[src/rtl/tpg_pkg.sv]
package tpg_pkg;

    typedef enum logic [1:0] {
        ENG_OFF   = 2'd0,
        ENG_RAMP  = 2'd1,
        ENG_CONST = 2'd2
    } eng_state_e;

    localparam logic [2:0] MODE_RAMP  = 3'b001;
    localparam logic [2:0] MODE_CONST = 3'b010;

endpackage

[src/rtl/tpg_cfg_unpack.sv]
module tpg_cfg_unpack #(
    parameter int PW     = 18,
    parameter int BYTE_W = 8,
    parameter int MODE_W = 3
) (
    input  logic [BYTE_W-1:0] ctrl_i,
    input  logic [BYTE_W-1:0] pat_mid_i,
    input  logic [BYTE_W-1:0] pat_lo_i,
    output logic [PW-1:0]     pat_word_o,
    output logic [MODE_W-1:0] mode_raw_o,
    output logic [MODE_W-1:0] mode_ddc_o
);
    localparam int HI_BITS = PW - 2*BYTE_W;

    // Engine 0 code sits just above engine 1 code, both in the top of the byte.
    assign mode_raw_o = ctrl_i[BYTE_W-1 -: MODE_W];
    assign mode_ddc_o = ctrl_i[BYTE_W-1-MODE_W -: MODE_W];
    assign pat_word_o = {ctrl_i[HI_BITS-1:0], pat_mid_i, pat_lo_i};

endmodule

[src/rtl/tpg_res_mask.sv]
module tpg_res_mask #(
    parameter int PW       = 18,
    parameter int RSEL_W   = 2,
    parameter int MIN_RES  = 14,
    parameter int RES_STEP = 2
) (
    input  logic [RSEL_W-1:0] res_sel_i,
    output logic [PW-1:0]     mask_o
);
    localparam int SH_W = $clog2(PW + 1);

    int              keep_bits;
    logic [SH_W-1:0] drop_bits;

    always_comb begin
        unique case (res_sel_i)
            2'd1:    keep_bits = MIN_RES + RES_STEP;
            2'd2:    keep_bits = MIN_RES + 2*RES_STEP;
            default: keep_bits = MIN_RES;
        endcase
        drop_bits = SH_W'(PW - keep_bits);
        mask_o    = {PW{1'b1}} << drop_bits;
    end

endmodule

[src/rtl/tpg_engine.sv]
module tpg_engine
    import tpg_pkg::*;
#(
    parameter int PW       = 18,
    parameter int MODE_W   = 3,
    parameter int PAT_KEEP = 18
) (
    input  logic              clk,
    input  logic              rst_n,
    input  logic              allow_i,
    input  logic [MODE_W-1:0] mode_i,
    input  logic [PW-1:0]     pat_word_i,
    input  logic [PW-1:0]     res_mask_i,
    input  logic [PW-1:0]     data_i,
    output logic [PW-1:0]     data_o
);
    localparam logic [PW-1:0] PAT_MASK = {PW{1'b1}} << (PW - PAT_KEEP);

    eng_state_e      state_q, state_d;
    logic [PW-1:0]   acc_q;
    logic [PW-1:0]   eff_pat;
    logic [PW-1:0]   pat_val;

    assign eff_pat = pat_word_i & PAT_MASK;

    // Next-state: every state reaches every state in one clock.
    always_comb begin
        if (!allow_i) begin
            state_d = ENG_OFF;
        end else begin
            unique case (mode_i)
                MODE_RAMP:  state_d = ENG_RAMP;
                MODE_CONST: state_d = ENG_CONST;
                default:    state_d = ENG_OFF;
            endcase
        end
    end

    // State register.
    always_ff @(posedge clk or negedge rst_n) begin
        if (!rst_n) state_q <= ENG_OFF;
        else        state_q <= state_d;
    end

    // Ramp accumulator: runs only while staying in ramp, cleared otherwise.
    always_ff @(posedge clk or negedge rst_n) begin
        if (!rst_n)
            acc_q <= '0;
        else if (state_q == ENG_RAMP && state_d == ENG_RAMP)
            acc_q <= acc_q + eff_pat;
        else
            acc_q <= '0;
    end

    // Output process.
    always_comb begin
        pat_val = '0;
        data_o  = data_i;
        unique case (state_q)
            ENG_RAMP: begin
                pat_val = acc_q & res_mask_i;
                if (allow_i) data_o = pat_val;
            end
            ENG_CONST: begin
                pat_val = eff_pat & res_mask_i;
                if (allow_i) data_o = pat_val;
            end
            default: data_o = data_i;
        endcase
    end

endmodule

[src/rtl/adc_pattern_gen.sv]
module adc_pattern_gen #(
    parameter int PW       = 18,
    parameter int BYTE_W   = 8,
    parameter int MODE_W   = 3,
    parameter int RSEL_W   = 2,
    parameter int NARROW_W = 14,
    parameter int MIN_RES  = 14,
    parameter int RES_STEP = 2
) (
    input  logic              clk,
    input  logic              rst_n,
    input  logic [PW-1:0]     adc_data_i,
    input  logic [PW-1:0]     ddc_data_i,
    input  logic              dsp_en_i,
    input  logic              ddc_use_i,
    input  logic [RSEL_W-1:0] res_sel_i,
    input  logic [BYTE_W-1:0] ctrl_i,
    input  logic [BYTE_W-1:0] pat_mid_i,
    input  logic [BYTE_W-1:0] pat_lo_i,
    output logic [PW-1:0]     adc_out_o,
    output logic [PW-1:0]     ddc_out_o
);
    localparam int N_ENG = 2;

    logic [PW-1:0]     pat_word;
    logic [PW-1:0]     res_mask;
    logic [MODE_W-1:0] mode_raw, mode_ddc;

    logic [MODE_W-1:0] eng_mode  [N_ENG];
    logic              eng_allow [N_ENG];
    logic [PW-1:0]     eng_in    [N_ENG];
    logic [PW-1:0]     eng_out   [N_ENG];

    tpg_cfg_unpack #(.PW(PW), .BYTE_W(BYTE_W), .MODE_W(MODE_W)) i_unpack (
        .ctrl_i     (ctrl_i),
        .pat_mid_i  (pat_mid_i),
        .pat_lo_i   (pat_lo_i),
        .pat_word_o (pat_word),
        .mode_raw_o (mode_raw),
        .mode_ddc_o (mode_ddc)
    );

    tpg_res_mask #(.PW(PW), .RSEL_W(RSEL_W), .MIN_RES(MIN_RES), .RES_STEP(RES_STEP)) i_mask (
        .res_sel_i (res_sel_i),
        .mask_o    (res_mask)
    );

    assign eng_mode[0]  = mode_raw;
    assign eng_allow[0] = !dsp_en_i;
    assign eng_in[0]    = adc_data_i;
    assign eng_mode[1]  = mode_ddc;
    assign eng_allow[1] = ddc_use_i;
    assign eng_in[1]    = ddc_data_i;

    // Engine 0 sees only the narrow pattern window; engine 1 the full word.
    for (genvar g = 0; g < N_ENG; g++) begin : g_eng
        localparam int KEEP = (g == 0) ? NARROW_W : PW;
        tpg_engine #(.PW(PW), .MODE_W(MODE_W), .PAT_KEEP(KEEP)) i_eng (
            .clk        (clk),
            .rst_n      (rst_n),
            .allow_i    (eng_allow[g]),
            .mode_i     (eng_mode[g]),
            .pat_word_i (pat_word),
            .res_mask_i (res_mask),
            .data_i     (eng_in[g]),
            .data_o     (eng_out[g])
        );
    end

    assign adc_out_o = eng_out[0];
    assign ddc_out_o = eng_out[1];

endmodule

[config.mk]
export PLATFORM = sky130hd
export DESIGN_NAME = adc_pattern_gen
export DESIGN_NICKNAME = d
export VERILOG_FILES = /design/src/rtl/tpg_pkg.sv /design/src/rtl/tpg_cfg_unpack.sv /design/src/rtl/tpg_res_mask.sv /design/src/rtl/tpg_engine.sv /design/src/rtl/adc_pattern_gen.sv
export SDC_FILE = /design/constraint.sdc
export NUM_CORES = 1
export LEC_CHECK = 0
export ABC_AREA = 1
export BUFFER_PORTS_ARGS = -buffer_cell sky130_fd_sc_hd__buf_2
export CAP_MARGIN = 10
export CORE_MARGIN = 5
export CORE_UTILIZATION = 35
export DETAILED_ROUTE_END_ITERATION = 10
export PLACE_DENSITY = 0.57
export SLEW_MARGIN = 20
export SYNTH_ARGS = -nofsm -noshare
export SYNTH_HDL_FRONTEND = slang
export SYNTH_SLANG_ARGS = --single-unit
[constraint.sdc]
create_clock -name clk -period 2.7 [get_ports clk]
set_input_delay 0.27 -clock clk [delete_from_list [all_inputs] [get_ports clk]]
set_output_delay 0.27 -clock clk [all_outputs]
set_load 0.03 [all_outputs]
==> results of run 1 <==
## cells in the final DEF (no fill, tap or decap), types with 2 or more instances in the layout
cell                       count
sky130_fd_sc_hd__o21a_1        4
sky130_fd_sc_hd__a22o_1        3
sky130_fd_sc_hd__dfrtp_1      36
sky130_fd_sc_hd__o21ai_0      63
sky130_fd_sc_hd__o22ai_1       3
sky130_fd_sc_hd__nand4_1       2
sky130_fd_sc_hd__a21oi_2       2
sky130_fd_sc_hd__clkbuf_8      6
sky130_fd_sc_hd__buf_2       101
sky130_fd_sc_hd__inv_2         4
sky130_fd_sc_hd__nand3_1      39
sky130_fd_sc_hd__nor2_4        3
sky130_fd_sc_hd__ha_1         35
sky130_fd_sc_hd__a21oi_1      30
sky130_fd_sc_hd__inv_1       109
sky130_fd_sc_hd__nor3_1        3
sky130_fd_sc_hd__nor2_1       57
sky130_fd_sc_hd__xor2_1        2
sky130_fd_sc_hd__fa_1          2
sky130_fd_sc_hd__nand2_1     160
sky130_fd_sc_hd__xnor2_1       6
sky130_fd_sc_hd__o21ai_1       3
sky130_fd_sc_hd__and2_1        3
sky130_fd_sc_hd__nand3_2       3
sky130_fd_sc_hd__nand2_2       3
sky130_fd_sc_hd__o21bai_1      3
## logic make-up (layout without fill, tap and decap cells)
kind of cell | Yosys count | after routing | synth area share
adders and majority gates | 37 | 37 | 0.127
buffers and inverters | 124 | 224 | 0.127
AOI/OAI and AO/OA | 115 | 115 | 0.172
DFF | 36 | 36 | 0.239
xor gates and xnor gates | 8 | 8 | 0.0186
and+or+nand+nor | 279 | 279 | 0.316
## final timing paths
check | endpoint | startpoint
setup / recovery | ddc_out_o[14] | g_eng[1].i_eng.state_q[0]
max in group asynchronous | g_eng[0].i_eng.acc_q[17] | rst_n
hold reg to reg | g_eng[1].i_eng.acc_q[0] | g_eng[1].i_eng.acc_q[0]
min in group clk | g_eng[0].i_eng.state_q[1] | ctrl_i[7]
hold / removal | g_eng[1].i_eng.acc_q[0] | rst_n
setup reg to reg | g_eng[0].i_eng.acc_q[8] | g_eng[0].i_eng.state_q[1]
## cell type report
type,count,area [µm²]
inverter,114,433
sequential,36,901
clock buffer,7,86.3
timing repair buffer,102,513
tap,136,170
multi-input combinational,439,2380
fill,1138,5920
clock inverter,1,7.51
## sequential cells by signal, indices dropped and copies added, names as in the netlist
signal,flops
g_eng.i_eng.state_q,4
g_eng.i_eng.acc_q,32
## stage by stage
| step | std cells | utilization | worst slack (ps) |
|---|---|---|---|
| finish | 835 | 0.431 | 217 |
| global route | 835 | 0.431 | 7.71 |
| CTS | 835 | 0.431 | 148 |
| detailed placement | 827 | 0.422 | 481 |
| global placement | 827 | 0.422 | 589 |
| floorplan | 599 | - | 581 |
## worst max-delay path, cell delays in order, from the launching register on
cell                      delay (ps)
sky130_fd_sc_hd__dfrtp_1         360
sky130_fd_sc_hd__inv_1            50
sky130_fd_sc_hd__ha_1            360
sky130_fd_sc_hd__nor2_4          370
sky130_fd_sc_hd__inv_1           160
sky130_fd_sc_hd__o31ai_4         210
sky130_fd_sc_hd__o21ai_0         190
sky130_fd_sc_hd__buf_2           220
## metal layers
layer  routed length, µm  vias up  track usage
met5                   0        -            0
met4                 127        0       0.0425
met3                 612        9       0.0223
met2                5530       92        0.323
met1                4930     1894        0.225
li1                    -     2093            -
## power by group through the flow
stage          registers [mW]  logic [mW]  clock network [mW]
2_1_floorplan           0.553       0.238                   0
3_3_place_gp            0.553       0.380                   0
3_5_place_dp            0.553       0.386                   0
4_1_cts                 0.542       0.387               0.443
5_1_grt                 0.543       0.427               0.459
6_report                0.542       0.383               0.429
## cell usage after synthesis (4+ instances only)
master                     count
sky130_fd_sc_hd__o21ai_0      63
sky130_fd_sc_hd__ha_1         35
sky130_fd_sc_hd__o21a_1        4
sky130_fd_sc_hd__dfrtp_1      36
sky130_fd_sc_hd__nand3_1      39
sky130_fd_sc_hd__a21oi_1      30
sky130_fd_sc_hd__nand2_1     160
sky130_fd_sc_hd__nor2_1       57
sky130_fd_sc_hd__xnor2_1       6
sky130_fd_sc_hd__inv_1       109
sky130_fd_sc_hd__clkbuf_1      5
sky130_fd_sc_hd__buf_2         4
sky130_fd_sc_hd__inv_2         4
==> summary.md, run 1 <==
| Metric | Value |
|---|---|
| Remaining Overflow, GRT | `0` |
| Nature of the critical path endpoint | `primary output` |
| LEAKAGE | `2.53 nW` |
| Via count normalized by instance count | `4.90` |
| Sw Pwr | `485 µW` |
| Top fanout value on the critical path | `18` |
| Area of the die | `0.0129 mm²` |
| Initial antenna violation count | `0` |
| Post-synthesis async set-or-reset flop share | `1.00` |
| Cells resized by post-CTS repair | `0` |
| Worst slew margin relative to its limit | `0.406` |
| CTS Hold Buffers Added | `0` |
| Max clock buf depth | `2` |
| First-pass GRT wire length | `18900 µm` |
| Number of buffer cells added on primary ports | `101` |
| Total of max-cap violations | `0` |
| Sequential fraction of design power | `0.400` |
| Post-CTS setup buffers | `0` |
| Gate count of the mapped netlist | `599` |
| Number of clock sinks seen by CTS | `36` |
| Worst r2r path cells | `7` |
| Prevailing post-synth register cell | `sky130_fd_sc_hd__dfrtp_1` |
| CTS HTree Levels | `2` |
| Via count of the first global-routing pass | `3973` |
| Total track usage | `0.179` |
| Detail-routed net length per standard cell | `13.4 µm` |
| Number of enable flip-flop cells after synthesis | `0` |
| Setup repair after global routing missed its margin | `no` |
| Ratio of final minimum period to clock period | `0.920` |
| Switching part of the total | `0.358` |
| TritonCTS Buffers | `5` |
| Clock transition at the registers of the reported paths | `80 ps` |
| Number of storage elements in the synthesis netlist | `36` |
| Post-Synthesis Mean Instance Area | `6.28 µm²` |
| Final non-filler cell area | `0.00449 mm²` |
| Top cell type's share of synthesized area | `0.239` |
| Via count | `4088` |
| Drt initial violations | `209` |
| Share of synthesized area occupied by flip-flops and latches | `0.239` |
| Clock period minus worst slack | `2480 ps` |
| Path type of the worst setup path | `reg -> out` |
| Total power divided by cell area | `301 mW/mm²` |
| Number of nets in the layout | `801` |
| Tightest Pin Transition | `891 ps` |
| Total half-perimeter wirelength after legalization and detailed placement | `9190 µm` |
| Width of the die | `114 µm` |
| Largest net degree at the start of global routing | `37` |
| Count of unique library cells instantiated by Yosys | `38` |
| Clock group share of total power | `0.317` |
| Wire length reported by the detailed router | `11200 µm` |
| Area growth from synthesis to layout | `19.4%` |
| Row count | `37` |
| Initial cell density of the core | `0.361` |
| Leading post-synthesis cells by cell area | `sky130_fd_sc_hd__dfrtp_1 24%, sky130_fd_sc_hd__nand2_1 16%, sky130_fd_sc_hd__ha_1 12%` |
| Fmax achieved | `403 MHz` |
| Final Hold Violating Endpoints | `0` |
| Maximum vdd ir drop | `0.174 mV` |
| DRC violation count after routing | `0` |
| Synth warnings | `0` |
| Number of placed I/O pins | `102` |
| TritonCTS clock tree | `yes` |
| Insertion delay to the later sink of the worst-skew pair | `300 ps` |
| Crit path DAT | `2210 ps` |
| Result of the run | `completed` |
| Worst hold path type | `in -> async` |
| Post-synthesis cell type with the largest combined area | `sky130_fd_sc_hd__dfrtp_1` |
| Portion of total power attributed to combinational logic | `0.283` |
| Cell area after technology mapping | `0.00376 mm²` |
| Diode insertion count for antenna repair | `0` |
| Setup TNS | `0 ps` |
| Critical Path Start Type | `register` |
| Overall power of the completed layout | `1.35 mW` |
| Final Max Slew Viols | `0` |
| Number of search-and-repair iterations in the first detailed-routing pass | `5` |
| Std-Cell Core Area | `0.0104 mm²` |
| Placer's final routability congestion estimate | `0.884` |
| Worst hold slack | `96.5 ps` |
| Vertical die dimension | `114 µm` |
| Layout Skew | `6.97 ps` |
| Flop-to-flop setup slack | `780 ps` |
| Endpoint required time on the critical path | `2430 ps` |
| Synthesized netlist net count | `702` |
| Total placed instance area | `0.00440 mm²` |
| Internal Pwr Total | `869 µW` |
| Share of cells above drive strength 1 | `0.187` |
| Remaining number of nets flagged by the antenna check after routing | `0` |
| Clock root buffer | `sky130_fd_sc_hd__clkbuf_8` |
| Count of endpoints failing setup in the final report | `0` |
No activity file was read; power rests on OpenSTA's default activity.
==> run 2: changes to the inputs <==
GPL_ROUTABILITY_DRIVEN = 0   (was default)
MAX_ROUTING_LAYER = met4   (was default)
==> summary.md, run 2 (same netlist as run 1, synthesis figures left out) <==
| Metric | Value |
|---|---|
| Result of the run | `completed` |
| Most flop-heavy register | `g_eng.i_eng.acc_q` |
| Switching part of the total | `0.358 (-0.000409)` |
| Ratio of final minimum period to clock period | `0.920 (about the same)` |
| TritonCTS Buffers | `5 (unchanged)` |
| Via count | `4095 (+0.17%)` |
| Share of cells above drive strength 1 | `0.187 (unchanged)` |
| Final Hold Violating Endpoints | `0 (unchanged)` |
| Worst Slack Setup Final | `216 ps (-0.404 ps)` |
| Clock period minus worst slack | `2480 ps (+0.404 ps)` |
| Number of buffer cells added on primary ports | `101 (unchanged)` |
| Max FFs per register | `32 (unchanged)` |
| Worst hold slack | `96.3 ps (-0.177 ps)` |
| Number of nets in the layout | `801 (unchanged)` |
| Remaining Overflow, GRT | `0 (unchanged)` |
| Endpoint required time on the critical path | `2430 ps (about the same)` |
| Clock group share of total power | `0.316 (about the same)` |
| CTS HTree Levels | `2 (unchanged)` |
| Overall power of the completed layout | `1.35 mW (about the same)` |
| Largest net degree at the start of global routing | `37 (unchanged)` |
| Area of the die | `0.0129 mm² (unchanged)` |
| Most common cell after layout, fill and taps aside | `sky130_fd_sc_hd__nand2_1` |
| Total power divided by cell area | `301 mW/mm² (about the same)` |
| Count of endpoints failing setup in the final report | `0 (unchanged)` |
| Sw Pwr | `484 µW (-0.18%)` |
| Row count | `37 (unchanged)` |
| Registers with the highest flip-flop counts | `g_eng.i_eng.acc_q (32), g_eng.i_eng.state_q (4)` |
| DRC violation count after routing | `0 (unchanged)` |
| Max clock buf depth | `2 (unchanged)` |
| First-pass GRT wire length | `18900 µm (about the same)` |
| Fmax achieved | `403 MHz (about the same)` |
| Final Max Slew Viols | `0 (unchanged)` |
| LEAKAGE | `2.53 nW (unchanged)` |
| Total track usage | `0.184 (+0.00520)` |
| Area growth from synthesis to layout | `19.4% (unchanged)` |
| Insertion delay to the later sink of the worst-skew pair | `300 ps (about the same)` |
| Cells resized by post-CTS repair | `0 (unchanged)` |
| Tightest Pin Transition | `892 ps (+0.568 ps)` |
| Post-CTS setup buffers | `0 (unchanged)` |
| Top fanout value on the critical path | `18 (unchanged)` |
| Diode insertion count for antenna repair | `0 (unchanged)` |
| Layout Skew | `7.38 ps (+0.406 ps)` |
| Total of max-cap violations | `0 (unchanged)` |
| Via count of the first global-routing pass | `3974 (+0.025%)` |
| Detail-routed net length per standard cell | `13.4 µm (about the same)` |
| Width of the die | `114 µm (unchanged)` |
| Commonest cells after routing, fill and taps aside | `160 x sky130_fd_sc_hd__nand2_1, 109 x sky130_fd_sc_hd__inv_1, 101 x sky130_fd_sc_hd__buf_2` |
| Number of clock sinks seen by CTS | `36 (unchanged)` |
| Clock transition at the registers of the reported paths | `80 ps (about the same)` |
| Setup repair after global routing missed its margin | `no` |
| Initial cell density of the core | `0.361 (unchanged)` |
| Clock root buffer | `sky130_fd_sc_hd__clkbuf_8` |
| TritonCTS clock tree | `yes` |
| Via count normalized by instance count | `4.90 (+0.17%)` |
| Placement-stage worst setup slack | `481 ps (unchanged)` |
| Number of placed I/O pins | `102 (unchanged)` |
| Crit path DAT | `2210 ps (about the same)` |
| Worst slew margin relative to its limit | `0.405 (about the same)` |
| Sequential fraction of design power | `0.401 (about the same)` |
| Worst hold path type | `in -> async` |
| Std-Cell Core Area | `0.0104 mm² (unchanged)` |
| Drt initial violations | `206 (-1.4%)` |
| Portion of total power attributed to combinational logic | `0.283 (about the same)` |
| Maximum vdd ir drop | `0.172 mV (-1.1%)` |
| Vertical die dimension | `114 µm (unchanged)` |
| Path type of the worst setup path | `reg -> out` |
| Number of search-and-repair iterations in the first detailed-routing pass | `5 (unchanged)` |
| Setup TNS | `0 ps (unchanged)` |
| Wire length reported by the detailed router | `11200 µm (about the same)` |
| Initial antenna violation count | `0 (unchanged)` |
| Nature of the critical path endpoint | `primary output` |
| Remaining number of nets flagged by the antenna check after routing | `0 (unchanged)` |
| Total half-perimeter wirelength after legalization and detailed placement | `9190 µm (unchanged)` |
| CTS Hold Buffers Added | `0 (unchanged)` |
| Internal Pwr Total | `869 µW (about the same)` |
| Critical Path Start Type | `register` |
-- run 2: per-stage QoR --
step / cells / cell area, µm² / util
3_3_place_gp: 827 / 4400 / 0.422
4_1_cts: 835 / 4490 / 0.431
6_report: 835 / 4490 / 0.431
3_5_place_dp: 827 / 4400 / 0.422
5_1_grt: 835 / 4490 / 0.431
2_1_floorplan: 599 / 3760 / -
-- run 2: worst max-delay path, stage by stage (launching register included) --
cell                      delay, ps
sky130_fd_sc_hd__dfrtp_1        360
sky130_fd_sc_hd__inv_1           50
sky130_fd_sc_hd__ha_1           360
sky130_fd_sc_hd__nor2_4         370
sky130_fd_sc_hd__inv_1          160
sky130_fd_sc_hd__o31ai_4        210
sky130_fd_sc_hd__o21ai_0        190
sky130_fd_sc_hd__buf_2          220
-- run 2: final timing paths --
| kind | from | endpoint | slack, ps | cells after the start |
|---|---|---|---|---|
| max | g_eng[1].i_eng.state_q[0] | ddc_out_o[14] | 220 | 7 |
| min | rst_n | g_eng[1].i_eng.acc_q[0] | 100 | 1 |
| max reg2reg | g_eng[0].i_eng.state_q[1] | g_eng[0].i_eng.acc_q[8] | 780 | 7 |
| min reg2reg | g_eng[1].i_eng.acc_q[0] | g_eng[1].i_eng.acc_q[0] | 620 | 3 |
| max in group asynchronous | rst_n | g_eng[1].i_eng.acc_q[13] | 2050 | 1 |
| min in group clk | ctrl_i[7] | g_eng[0].i_eng.state_q[1] | 140 | 2 |
-- run 2: layout make-up --
class / instances / area (µm²)
clock buffer: 7 / 86.3
fill: 1138 / 5920
sequential: 36 / 901
inverter: 114 / 433
timing repair buffer: 102 / 513
multi-input combinational: 439 / 2380
clock inverter: 1 / 7.51
tap: 136 / 170
-- run 2: power groups by stage --
stage / Combinational (mW) / Clock [mW] / Sequential [mW]
detailed placement: 0.386 / 0 / 0.553
floorplan: 0.238 / 0 / 0.553
CTS: 0.387 / 0.443 / 0.542
global placement: 0.380 / 0 / 0.553
finish: 0.383 / 0.428 / 0.542
global route: 0.427 / 0.459 / 0.543
-- run 2: metal layers --
layer,routed length [µm],GRT usage,up-vias
met1,4910,0.225,1885
met3,631,0.0223,9
met5,0,-,-
met4,138,0.0425,0
li1,-,-,2092
met2,5520,0.323,109
